File: config.mk
export PLATFORM = sky130hd
export DESIGN_NAME = bms_master
export DESIGN_NICKNAME = d
export VERILOG_FILES = /design/src/rtl/bms_pkg.sv /design/src/rtl/bms_decode.sv /design/src/rtl/bms_last_track.sv /design/src/rtl/bms_fsm.sv /design/src/rtl/bms_master.sv
export SDC_FILE = /design/constraint.sdc
export NUM_CORES = 1
export LEC_CHECK = 0
export ABC_AREA = 1
export BUFFER_PORTS_ARGS = -buffer_cell sky130_fd_sc_hd__buf_2
export CORE_UTILIZATION = 30
export CTS_CLUSTER_SIZE = 24
export DETAILED_ROUTE_END_ITERATION = 8
export PLACE_DENSITY = 0.59
export SETUP_SLACK_MARGIN = 0.4
export SLEW_MARGIN = 20
export SYNTH_ARGS = -nofsm -noshare
export SYNTH_HDL_FRONTEND = slang
export SYNTH_HIERARCHICAL = 1
export SYNTH_SLANG_ARGS = --single-unit
File: constraint.sdc
create_clock -name clk -period 5.49 [get_ports clk]
set_input_delay 0.549 -clock clk [delete_from_list [all_inputs] [get_ports clk]]
set_output_delay 0.549 -clock clk [all_outputs]
set_load 0.03 [all_outputs]
File: src/rtl/bms_pkg.sv
package bms_pkg;

    typedef enum logic [2:0] {
        ST_IDLE  = 3'd0,
        ST_ADDR  = 3'd1,
        ST_DATA  = 3'd2,
        ST_WAIT  = 3'd3,
        ST_AHOLD = 3'd4
    } bms_state_e;

endpackage

File: src/rtl/bms_decode.sv
module bms_decode #(
    parameter int AW           = 32,
    parameter int PIO_TOP_BITS = 4,
    parameter int ROM_BITS     = 20
) (
    input  logic [AW-1:0] addr,
    input  logic          fetch,
    input  logic          write,
    input  logic [AW-1:0] win_base,
    input  logic [AW-1:0] win_size,
    output logic          periph_hit,
    output logic          burst_rd
);

    logic          fixed_hit;
    logic          rom_hit;
    logic          win_hit;
    logic [AW-1:0] win_off;

    // fixed peripheral area: top bits all ones
    generate
        if (PIO_TOP_BITS > 0 && PIO_TOP_BITS <= AW) begin : g_fixed
            assign fixed_hit = &addr[AW-1 -: PIO_TOP_BITS];
        end else begin : g_nofixed
            assign fixed_hit = 1'b0;
        end
    endgenerate

    // external ROM region: all bits from ROM_BITS upward are zero
    generate
        if (ROM_BITS < AW) begin : g_rom
            assign rom_hit = ~|addr[AW-1:ROM_BITS];
        end else begin : g_romall
            assign rom_hit = 1'b1;
        end
    endgenerate

    // programmable window: unsigned offset below size
    always_comb begin
        win_off = addr - win_base;
        win_hit = (win_off < win_size);
    end

    assign periph_hit = fixed_hit | win_hit;
    assign burst_rd   = fetch & ~write & rom_hit;

endmodule

File: src/rtl/bms_last_track.sv
module bms_last_track (
    input  logic clk,
    input  logic rst_n,
    input  logic in_dphase,
    input  logic slv_last,
    input  logic launch,
    output logic force_nonseq
);

    logic pend_q;

    always_ff @(posedge clk or negedge rst_n) begin
        if (!rst_n) begin
            pend_q <= 1'b0;
        end else if (launch) begin
            pend_q <= 1'b0;
        end else if (in_dphase && slv_last) begin
            pend_q <= 1'b1;
        end
    end

    // a last response sampled at the launching edge is honoured at once
    assign force_nonseq = pend_q | (in_dphase & slv_last);

endmodule

File: src/rtl/bms_fsm.sv
module bms_fsm
    import bms_pkg::*;
(
    input  logic       clk,
    input  logic       rst_n,
    input  logic       req_valid,
    input  logic       slv_wait,
    input  logic       slv_ahold,
    output bms_state_e state,
    output logic       in_dphase,
    output logic       launch,
    output logic       ready
);

    bms_state_e state_q;
    bms_state_e state_d;
    logic       done;

    always_ff @(posedge clk or negedge rst_n) begin
        if (!rst_n) begin
            state_q <= ST_IDLE;
        end else begin
            state_q <= state_d;
        end
    end

    always_comb begin
        in_dphase = (state_q == ST_DATA) || (state_q == ST_WAIT) ||
                    (state_q == ST_AHOLD);
        done      = in_dphase & ~slv_wait;
        ready     = (state_q == ST_IDLE) | done;
        launch    = req_valid & ready;
        state     = state_q;
    end

    always_comb begin
        state_d = state_q;
        unique case (state_q)
            ST_IDLE: begin
                if (launch) state_d = ST_ADDR;
            end
            ST_ADDR: begin
                state_d = ST_DATA;
            end
            ST_DATA, ST_WAIT, ST_AHOLD: begin
                if (slv_wait) begin
                    state_d = slv_ahold ? ST_AHOLD : ST_WAIT;
                end else begin
                    state_d = launch ? ST_ADDR : ST_IDLE;
                end
            end
            default: state_d = ST_IDLE;
        endcase
    end

endmodule

File: src/rtl/bms_master.sv
module bms_master
    import bms_pkg::*;
#(
    parameter int AW           = 32,
    parameter int PIO_TOP_BITS = 4,
    parameter int ROM_BITS     = 20
) (
    input  logic          clk,
    input  logic          rst_n,
    input  logic          req_valid,
    output logic          req_ready,
    input  logic [AW-1:0] req_addr,
    input  logic          req_write,
    input  logic          req_seq,
    input  logic          req_fetch,
    input  logic [AW-1:0] win_base,
    input  logic [AW-1:0] win_size,
    input  logic          slv_wait,
    input  logic          slv_ahold,
    input  logic          slv_last,
    output logic [AW-1:0] bus_addr,
    output logic          bus_aphase,
    output logic          bus_dphase,
    output logic          bus_write,
    output logic          bus_seq,
    output logic          bus_burst_rd,
    output logic          bus_periph_n
);

    bms_state_e    state;
    logic          in_dphase;
    logic          launch;
    logic          force_nonseq;
    logic          periph_hit;
    logic          burst_hit;

    logic [AW-1:0] xa_q;
    logic          xw_q;
    logic          xs_q;
    logic          xb_q;
    logic          xp_q;

    bms_fsm u_fsm (
        .clk       (clk),
        .rst_n     (rst_n),
        .req_valid (req_valid),
        .slv_wait  (slv_wait),
        .slv_ahold (slv_ahold),
        .state     (state),
        .in_dphase (in_dphase),
        .launch    (launch),
        .ready     (req_ready)
    );

    bms_last_track u_last (
        .clk          (clk),
        .rst_n        (rst_n),
        .in_dphase    (in_dphase),
        .slv_last     (slv_last),
        .launch       (launch),
        .force_nonseq (force_nonseq)
    );

    bms_decode #(
        .AW           (AW),
        .PIO_TOP_BITS (PIO_TOP_BITS),
        .ROM_BITS     (ROM_BITS)
    ) u_dec (
        .addr       (req_addr),
        .fetch      (req_fetch),
        .write      (req_write),
        .win_base   (win_base),
        .win_size   (win_size),
        .periph_hit (periph_hit),
        .burst_rd   (burst_hit)
    );

    // transfer register: captured once per accepted request
    always_ff @(posedge clk or negedge rst_n) begin
        if (!rst_n) begin
            xa_q <= '0;
            xw_q <= 1'b0;
            xs_q <= 1'b0;
            xb_q <= 1'b0;
            xp_q <= 1'b0;
        end else if (launch) begin
            xa_q <= req_addr;
            xw_q <= req_write;
            xs_q <= req_seq & ~force_nonseq;
            xb_q <= burst_hit;
            xp_q <= periph_hit;
        end
    end

    // output process: visibility of the transfer per state
    always_comb begin
        bus_addr     = '0;
        bus_aphase   = 1'b0;
        bus_dphase   = 1'b0;
        bus_write    = 1'b0;
        bus_seq      = 1'b0;
        bus_burst_rd = 1'b0;
        bus_periph_n = 1'b1;
        unique case (state)
            ST_IDLE: begin
            end
            ST_ADDR: begin
                bus_aphase   = 1'b1;
                bus_addr     = xa_q;
                bus_write    = xw_q;
                bus_seq      = xs_q;
                bus_burst_rd = xb_q;
                bus_periph_n = ~xp_q;
            end
            ST_DATA, ST_AHOLD: begin
                bus_dphase   = 1'b1;
                bus_addr     = xa_q;
                bus_write    = xw_q;
                bus_seq      = xs_q;
                bus_burst_rd = xb_q;
                bus_periph_n = ~xp_q;
            end
            ST_WAIT: begin
                bus_dphase   = 1'b1;
                bus_write    = xw_q;
                bus_seq      = xs_q;
            end
            default: begin
            end
        endcase
    end

endmodule

Yosys cells after proc, flatten, opt, wreduce, memory -nomap -nowiden

Index checks and enable logic that the tools add are counted.

Register bits after elaboration: 40
Latch bits: 0
Memory bits (writable): 0
Memory bits (read-only): 0
Memories kept: 0

Add/sub/neg operators: 1
Multipliers: 0
Div/mod/pow operators: 0
Magnitude comparators: 1
Equality and inequality tests: 5
Shift-type cells: 0
Muxes and demuxes: 14
Bitwise gates (word level): 13
Reduce and logical (&&, ||, !) cells: 11

Operator list:

| kind               | number |
|---|---|
| $lt 32x32->1       | 1 |
| $mux 32            | 1 |
| $sub 32x32->32     | 1 |
| $reduce_or 12->1   | 1 |
| $mux 1             | 9 |
| $mux 3             | 3 |
| $pmux 3 s3         | 1 |
| $and 1x1->1        | 6 |
| $eq 3x2->1 const B | 2 |
| $reduce_or 3->1    | 2 |
| $not 1->1          | 4 |
| $reduce_and 4->1   | 1 |
| $reduce_or 4->1    | 1 |
| $eq 3x1->1 const B | 1 |
| $eq 3x3->1 const B | 1 |
| $logic_not 3->1    | 1 |
| $or 1x1->1         | 3 |
| $logic_or 1x1->1   | 2 |
| $ne 2x1->1 const B | 1 |
| $reduce_bool 2->1  | 1 |
| $logic_and 1x1->1  | 1 |
| $logic_not 1->1    | 1 |

Logic depth before layout (Yosys ltp)

Gate-level depths: netlist of run 1.

Depth after elaboration: 9
Depth in mapped cells: 22

Modules after synthesis

The synthesis of run 1 kept the hierarchy.

Modules (own cells, without submodules):

| module         | instances | cells each | area an instance (um2) | seq. area each (um2) |
|---|---|---|---|---|
| bms_decode     | 1         | 639        | 3255.6                 | 0.0 |
| bms_master     | 1         | 166        | 1740.4                 | 900.9 |
| bms_fsm        | 1         | 26         | 187.7                  | 75.1 |
| bms_last_track | 1         | 5          | 45.0                   | 25.0 |

Worst setup path before layout of run 1

No wires, ideal clock.

Kind: input -> register
From: in req_addr[0]
To: reg xp_q
Setup time: 0.125 ns
Arrival: 2.796 ns
Path slack: 2.569 ns
Stages on the path: 21
Buffers on the path: 0
Path through: inv_1 ha_1 inv_1 fa_1 nand3_1 nand3_1 nand3_1 nand3b_1 nand2_1 nand2_1 nand2_1 nand2_1 ha_1 nand2_1 nor2_1 nand4_1 a21oi_1 nor2_1 nand2_1 nand2_1 mux2_2

Cells in the longest elaborated chain, start to end: 3

RTL lines:

| what                 | RTL line         | RTL |
|---|---|---|
| start, declared      | bms_master.sv:12 | `input logic [AW-1:0] req_addr,` |
| $sub 32x32->32       | bms_decode.sv:40 | `win_off = addr - win_base;` |
| $lt 32x32->1         | bms_decode.sv:41 | `win_hit = (win_off < win_size);` |
| $or 1x1->1           | bms_decode.sv:44 | `assign periph_hit = fixed_hit \| win_hit;` |
| via periph_hit       | bms_master.sv:34 | `logic periph_hit;` |
| end signal, assigned | bms_master.sv:91 | `xp_q <= periph_hit;` |
| end, declared        | bms_master.sv:41 | `logic xp_q;` |

The timed path passes the listed nets, and every way through them passes these cells.
A chain may end at the register's enable or synchronous reset.

Worst setup path in the final report of run 1

Ends and elaborated chain as after synthesis.

==> metrics.md, run 1 <==
| Metric | Value |
|---|---|
| Gr busiest metal | `met2` |
| Routed wire length | `between 10 and 15 mm` |
| Core Region | `16820 um^2` |
| Design Area, Final | `approximately 6300 um^2` |
| DP Area | `between 6000 and 7000 um^2` |
| CTS tree | `yes` |
| Worst Setup Start Kind | `input pin` |
| Met3 usage | `roughly 2.8%` |
| Slew headroom | `between 60% and 70%` |
| GR Util met2 | `about 28%` |
| Worst Tran Pin Value | `roughly 520 ps` |
| Antenna violations before repair | `0` |
| Routed vias/inst | `approximately 4.3` |
| Synthesis-to-layout area growth | `20.99%` |
| Final WS setup | `between 2000 and 2500 ps` |
| Commonest non-fill, non-tap cell in the layout | `nand2_1` |
| Stages on worst setup path | `22` |
| Vias | `5156` |
| Gp weighted congestion | `between 0.9 and 1` |
| CTS max path bufs | `2` |
| Max H-tree Level | `2` |
| First-pass GRT wire length | `between 20 and 25 mm` |
| Grt ovf | `0` |
| # clock sinks | `40` |
| N_diodes | `0` |
| DRC viols | `0` |
| Crit-path cells | `buf_2 -> inv_1 -> ha_1 -> inv_1 -> fa_1 -> nand3_1 -> nand3_1 -> nand3_1 -> nand3b_1 -> nand2_1 -> nand2_1 -> nand2_1 -> nand2_1 -> ha_1 -> nand2_1 -> nor2_1 -> nand4_1 -> a21oi_1 -> nor2_1 -> nand2_1 -> nand2_1 -> mux2_2` |
| Slowest stage delay, CP | `approximately 420 ps` |
| Worst path arrival time | `approximately 3200 ps` |
| HP Class | `in2async` |
| Initial detailed-routing violation count | `around 190` |
| Mean routed wirelength per cell | `between 10 and 15 um` |
| Yosys cell types | `35` |
| IO Port Bufs | `approximately 140` |
| Setup_tns | `0 ps` |
| WP buf/inv | `3` |
| Antenna Nets Post-Route | `0` |
| Yosys top cell area share | `about a fifth` |
| Leakage | `roughly 4.1 nW` |
| Largest area contributor in the netlist | `nand2_1` |
| Fmax | `between 300 and 400 MHz` |
| Final hold violation count | `0` |
| Fin crit share | `55.16%` |
| Synth top area cells | `nand2_1, dfrtp_1, ha_1, inv_1, mux2_2` |
| Non-Filler Instances | `between 1000 and 1500` |
| CP delay by family, top | `simple AND/OR/NAND/NOR gates` |
| Layout Nets | `1149` |
| Setup repair bufs after CTS | `0` |
| Vias in the first global route | `4789` |
| Worst path most repeated cell | `nand2_1` |
| Final hold slack | `about 150 ps` |
| Router iterations before antenna repair | `4` |
| Slowest CP cell | `fa_1` |
| Commonest non-fill, non-tap cells in the layout | `nand2_1, inv_1, buf_2` |
| Placed Cells | `1193` |
| GRT met1 Usage | `20.95%` |
| Outcome | `finished clean` |
| Detailed placement HPWL | `between 10 and 15 mm` |
| # rows | `between 40 and 50` |
| Max-slew violation count | `0` |
| Initial Util | `a little over 30%` |
| Mapped Cells | `about 840` |
| Setup Skew | `6.640 ps` |
| Fin crit period | `~3000 ps` |
| Later-pin clock latency in the skew report | `approximately 280 ps` |
| YS warnings | `6` |
| Post-Syn Area | `about 5200 um^2` |
| # hold bufs at CTS | `0` |
| Seq cells post-synth | `40` |
| Share of layout cells above drive strength 1 | `between 20% and 30%` |
| Worst Setup Path Type | `in2reg` |
| Worst setup EP type | `flip-flop` |
| Root buf cell | `clkbuf_16` |
| # IOs | `about 140` |
| Maximum VDD drop | `between 0.2 and 0.3 mV` |
| Num CTS Buffers | `5` |
| DIE AREA | `around 18000 um^2` |
| Chip height | `~130 um` |
| Post-synthesis sequential area ratio | `between 10% and 20%` |
| Cts repair resizes | `0` |
| Die X | `between 100 and 150 um` |
| All-Layer GR Usage | `15.99%` |
| Largest net degree at the start of global routing | `41` |
| Avg Inst Size Synth | `approximately 6.3 um^2` |
| Setup WS pre-CTS | `between 2000 and 2500 ps` |
| Syn_nets | `between 1000 and 1500` |
| CP max FO | `3` |
| WP data required | `about 5700 ps` |
| Cell count of the worst reg-to-reg path | `5` |
| Max Cap Viol | `0` |
| Final setup fails | `0` |
| PD cells | `between 300 and 400 nW/um^2` |
| Unrepaired setup endpoints after global routing | `false` |
| Clock slew at reported path FFs | `around 70 ps` |
state kept, by name (all words and copies together), names as in the netlist:
name and count:
u_fsm/state 3, xw_q 1, xp_q 1, xb_q 1, u_last/pend_q 1, xa_q 32
xs_q 1
metrics by stage:
stage | util, % | total power, mW
2_1_floorplan | - | 1.622
3_3_place_gp | 36.64 | 1.949
3_5_place_dp | 36.64 | 1.963
4_1_cts | 37.49 | 2.265
5_1_grt | 37.61 | 2.434
6_report | 37.61 | 2.232
synth_stat cells (all sizes together):
cell type,count
o21ai,7
xnor2,1
nor3,2
dfrtp,40
ha,62
nor2,63
buf,7
o21bai,3
nor4,4
nor3b,2
a21oi,36
xor2,15
nand4,7
fa,1
nand3b,5
inv,209
o21a,6
and3,1
mux2,34
nand3,33
or2,1
nand2,297
area by class of cell:
| cell class | count | area [um^2] |
|---|---|---|
| well taps | 220 | 275.3 |
| clock buffers | 5 | 125.1 |
| repair buffers | 145 | 743.2 |
| multi-input cells | 580 | 3378 |
| inverters | 209 | 784.5 |
| clock inverters | 3 | 18.77 |
| fillers | 1898 | 10490 |
| flip-flops and latches | 40 | 1001 |
final timing paths:
path	endpoint	startpoint	slack, ps
setup / recovery	xp_q$_DFFE_PN0P_	req_addr[0]	2460
hold / removal	xa_q[7]$_DFFE_PN0P_	rst_n	150
setup reg to reg	xa_q[0]$_DFFE_PN0P_	u_fsm/state[1]$_DFFE_PN0P_	3490
hold reg to reg	xa_q[15]$_DFFE_PN0P_	xa_q[15]$_DFFE_PN0P_	490
min in group clk	xa_q[15]$_DFFE_PN0P_	xa_q[15]$_DFFE_PN0P_	490
max in group asynchronous	u_fsm/state[2]$_DFFE_PN0P_	rst_n	4880
routing by layer:
| metal | vias up | wire, um |
|---|---|---|
| met5 | - | 0 |
| met4 | 0 | 68 |
| met3 | 8 | 687 |
| met2 | 128 | 6586 |
| met1 | 2198 | 6768 |
| li1 | 2822 | - |
cell families (layout without fill, tap and decap cells):
group / after synthesis / after routing / synth area share (%)
flops: 40 / 40 / 19.14
xor+xnor: 16 / 16 / 2.680
fa+ha+maj: 63 / 63 / 15.22
compound gates: 52 / 52 / 5.480
simple gates: 415 / 415 / 33.69
mux: 34 / 34 / 7.322
buf+inv: 216 / 362 / 16.46
report_power, final:
part           internal (mW)  switching (mW)
logic                  0.504           0.913
clock network          0.168           0.124
registers              0.439          0.0830
total                   1.11            1.12
Power figures use the tool's default switching activity.
==> run 2, diff against run 1 <==
- clock period: 5.49 -> 2.9 ns (I/O delays scaled with it)
==> metrics.md, run 2 (synthesis gave the netlist of run 1 again) <==
| Metric | Value |
|---|---|
| Outcome | `finished clean` |
| Later-pin clock latency in the skew report | `290 ps` |
| Max H-tree Level | `2` |
| Max Cap Viol | `0` |
| Routed vias/inst | `between 4 and 5` |
| Layout Nets | `between 1000 and 1500` |
| Final hold violation count | `0` |
| Routed wire length | `around 15 mm` |
| WL met1 | `~7.0 mm` |
| Share of layout cells above drive strength 1 | `approximately a third` |
| Initial detailed-routing violation count | `179` |
| DRC viols | `0` |
| Switching power | `2.187 mW` |
| Root buf cell | `clkbuf_16` |
| Mean routed wirelength per cell | `roughly 12 um` |
| PD cells | `around 640 nW/um^2` |
| Worst r2r src | `u_fsm/state[1]$_DFFE_PN0P_` |
| Highest metal used | `met4` |
| HP Class | `in2async` |
| Maximum VDD drop | `0.5227 mV` |
| Vias | `5276` |
| Worst Setup Path Type | `in2reg` |
| CP max FO | `3` |
| CTS tree | `yes` |
| Max FFs per register | `32` |
| Worst setup EP type | `flip-flop` |
| Tot Pwr | `about 4.5 mW` |
| Fin crit period | `roughly 2600 ps` |
| Max-slew violation count | `0` |
| Final core utilization | `a little over two fifths` |
| WP data required | `3080 ps` |
| Unrepaired setup endpoints after global routing | `true` |
| Switching Share | `about half` |
| Synthesis-to-layout area growth | `34.05%` |
| IO Port Bufs | `143` |
| # hold bufs at CTS | `0` |
| Commonest non-fill, non-tap cells in the layout | `nand2_1, inv_1, buf_2` |
| Antenna violations before repair | `0` |
| DP Area | `between 6000 and 7000 um^2` |
| Design Area, Final | `roughly 7000 um^2` |
| Non-Filler Instances | `around 1200` |
| Final setup fails | `0` |
| Leakage | `between 4 and 5 nW` |
| # rows | `47` |
| Antenna Nets Post-Route | `0` |
| Chip height | `around 130 um` |
| Crit path from | `req_addr[0]` |
| Num CTS Buffers | `5` |
| Clock slew at reported path FFs | `approximately 70 ps` |
| Commonest non-fill, non-tap cell in the layout | `nand2_1` |
| Gp weighted congestion | `0.8474` |
| Final WS setup | `roughly 330 ps` |
| Int Power | `~2.3 mW` |
| Placed Cells | `about 1200` |
| Grt ovf | `0` |
| N_diodes | `0` |
| # IOs | `144` |
| Worst Tran Pin Value | `around 580 ps` |
| Setup_tns | `0 ps` |
| # clock sinks | `40` |
| Combinational power share | `a little under two thirds` |
| Vias in the first global route | `about 4900` |
| Final hold slack | `2.700 ps` |
| Slew headroom | `61.58%` |
| Largest net degree at the start of global routing | `roughly 40` |
| Die X | `between 100 and 150 um` |
| DIE AREA | `around 18000 um^2` |
| Fin crit share | `between 80% and 90%` |
| Most flops, register | `xa_q` |
| Worst Setup Start Kind | `input pin` |
| Detailed placement HPWL | `~12 mm` |
| Reg power frac | `22.0%` |
| Core Region | `around 17000 um^2` |
| Clock share of power | `14.3%` |
| Initial Util | `between 30% and 40%` |
| Worst path arrival time | `about 2800 ps` |
| Setup WS pre-CTS | `-46.53 ps` |
| Router iterations before antenna repair | `4` |
| CTS max path bufs | `2` |
| First-pass GRT wire length | `around 23 mm` |
| Met2 WL post-DR | `slightly above 7 mm` |
| All-Layer GR Usage | `~16%` |
| Setup Skew | `5.242 ps` |
| Wire length on met3 | `around 770 um` |
| Fmax | `~390 MHz` |
## run 2: cell count changes in the layout (fill, tap and decap cells not counted), sizes merged
cell	previous run	this run
clkinvlp	0	1
buf	145	168
clkinv	3	1
bufinv	0	1
## run 2: repair_timing
action	CTS	global route
gates resized for setup	22	77
gates cloned	0	0
buffers inserted	2	5
pin swaps	12	24
endpoints found under the setup margin	1	1
hold endpoints to repair	0	0
## run 2: cell type report
cell class,instances,area (um^2)
tap,220,275.3
clock buffer,5,125.1
fill,1848,9809
timing repair buffer,168,915.9
sequential,40,1001
multi-input combinational,580,3862
clock inverter,3,42.54
inverter,209,787.0
## run 2: final timing paths
kind | to | slack, ps | depth (start not counted)
setup / recovery | xp_q$_DFFE_PN0P_ | 330 | 22
hold / removal | xa_q[11]$_DFFE_PN0P_ | 3 | 1
setup reg to reg | xa_q[5]$_DFFE_PN0P_ | 890 | 5
hold reg to reg | xa_q[11]$_DFFE_PN0P_ | 490 | 1
max in group asynchronous | xa_q[19]$_DFFE_PN0P_ | 2500 | 1
min in group clk | u_fsm/state[2]$_DFFE_PN0P_ | 230 | 3
## run 2: power groups by stage
| stage | Combinational [mW] | Clock (mW) | Sequential (mW) |
|---|---|---|---|
| final | 2.86 | 0.640 | 0.988 |
| after global routing | 3.15 | 0.690 | 1.03 |
| after CTS | 2.79 | 0.665 | 0.988 |
| after detailed placement | 2.75 | 0 | 0.997 |
| after global placement | 2.73 | 0 | 0.988 |
| after floorplan | 2.12 | 0 | 0.954 |
## run 2: critical path, cell delays in order
cell,delay (ps)
buf_8,100
inv_4,50
ha_4,120
inv_2,40
fa_2,360
nand2_2,90
nand3_2,90
nand2_2,90
nand2_2,80
nand2_2,80
nand2_1,50
nand2_1,50
nand2_1,50
ha_1,290
nand2_2,70
nor2_2,120
nand4_1,140
a21oi_2,170
nor2_1,60
nand2_1,60
nand2_1,50
mux2_4,250
## run 2: metal layers
layer  up-vias  GRT usage (%)
met2       115          28.53
met4         0          1.311
li1       2864              -
met5         -              0
met3        11          2.834
met1      2286          21.18
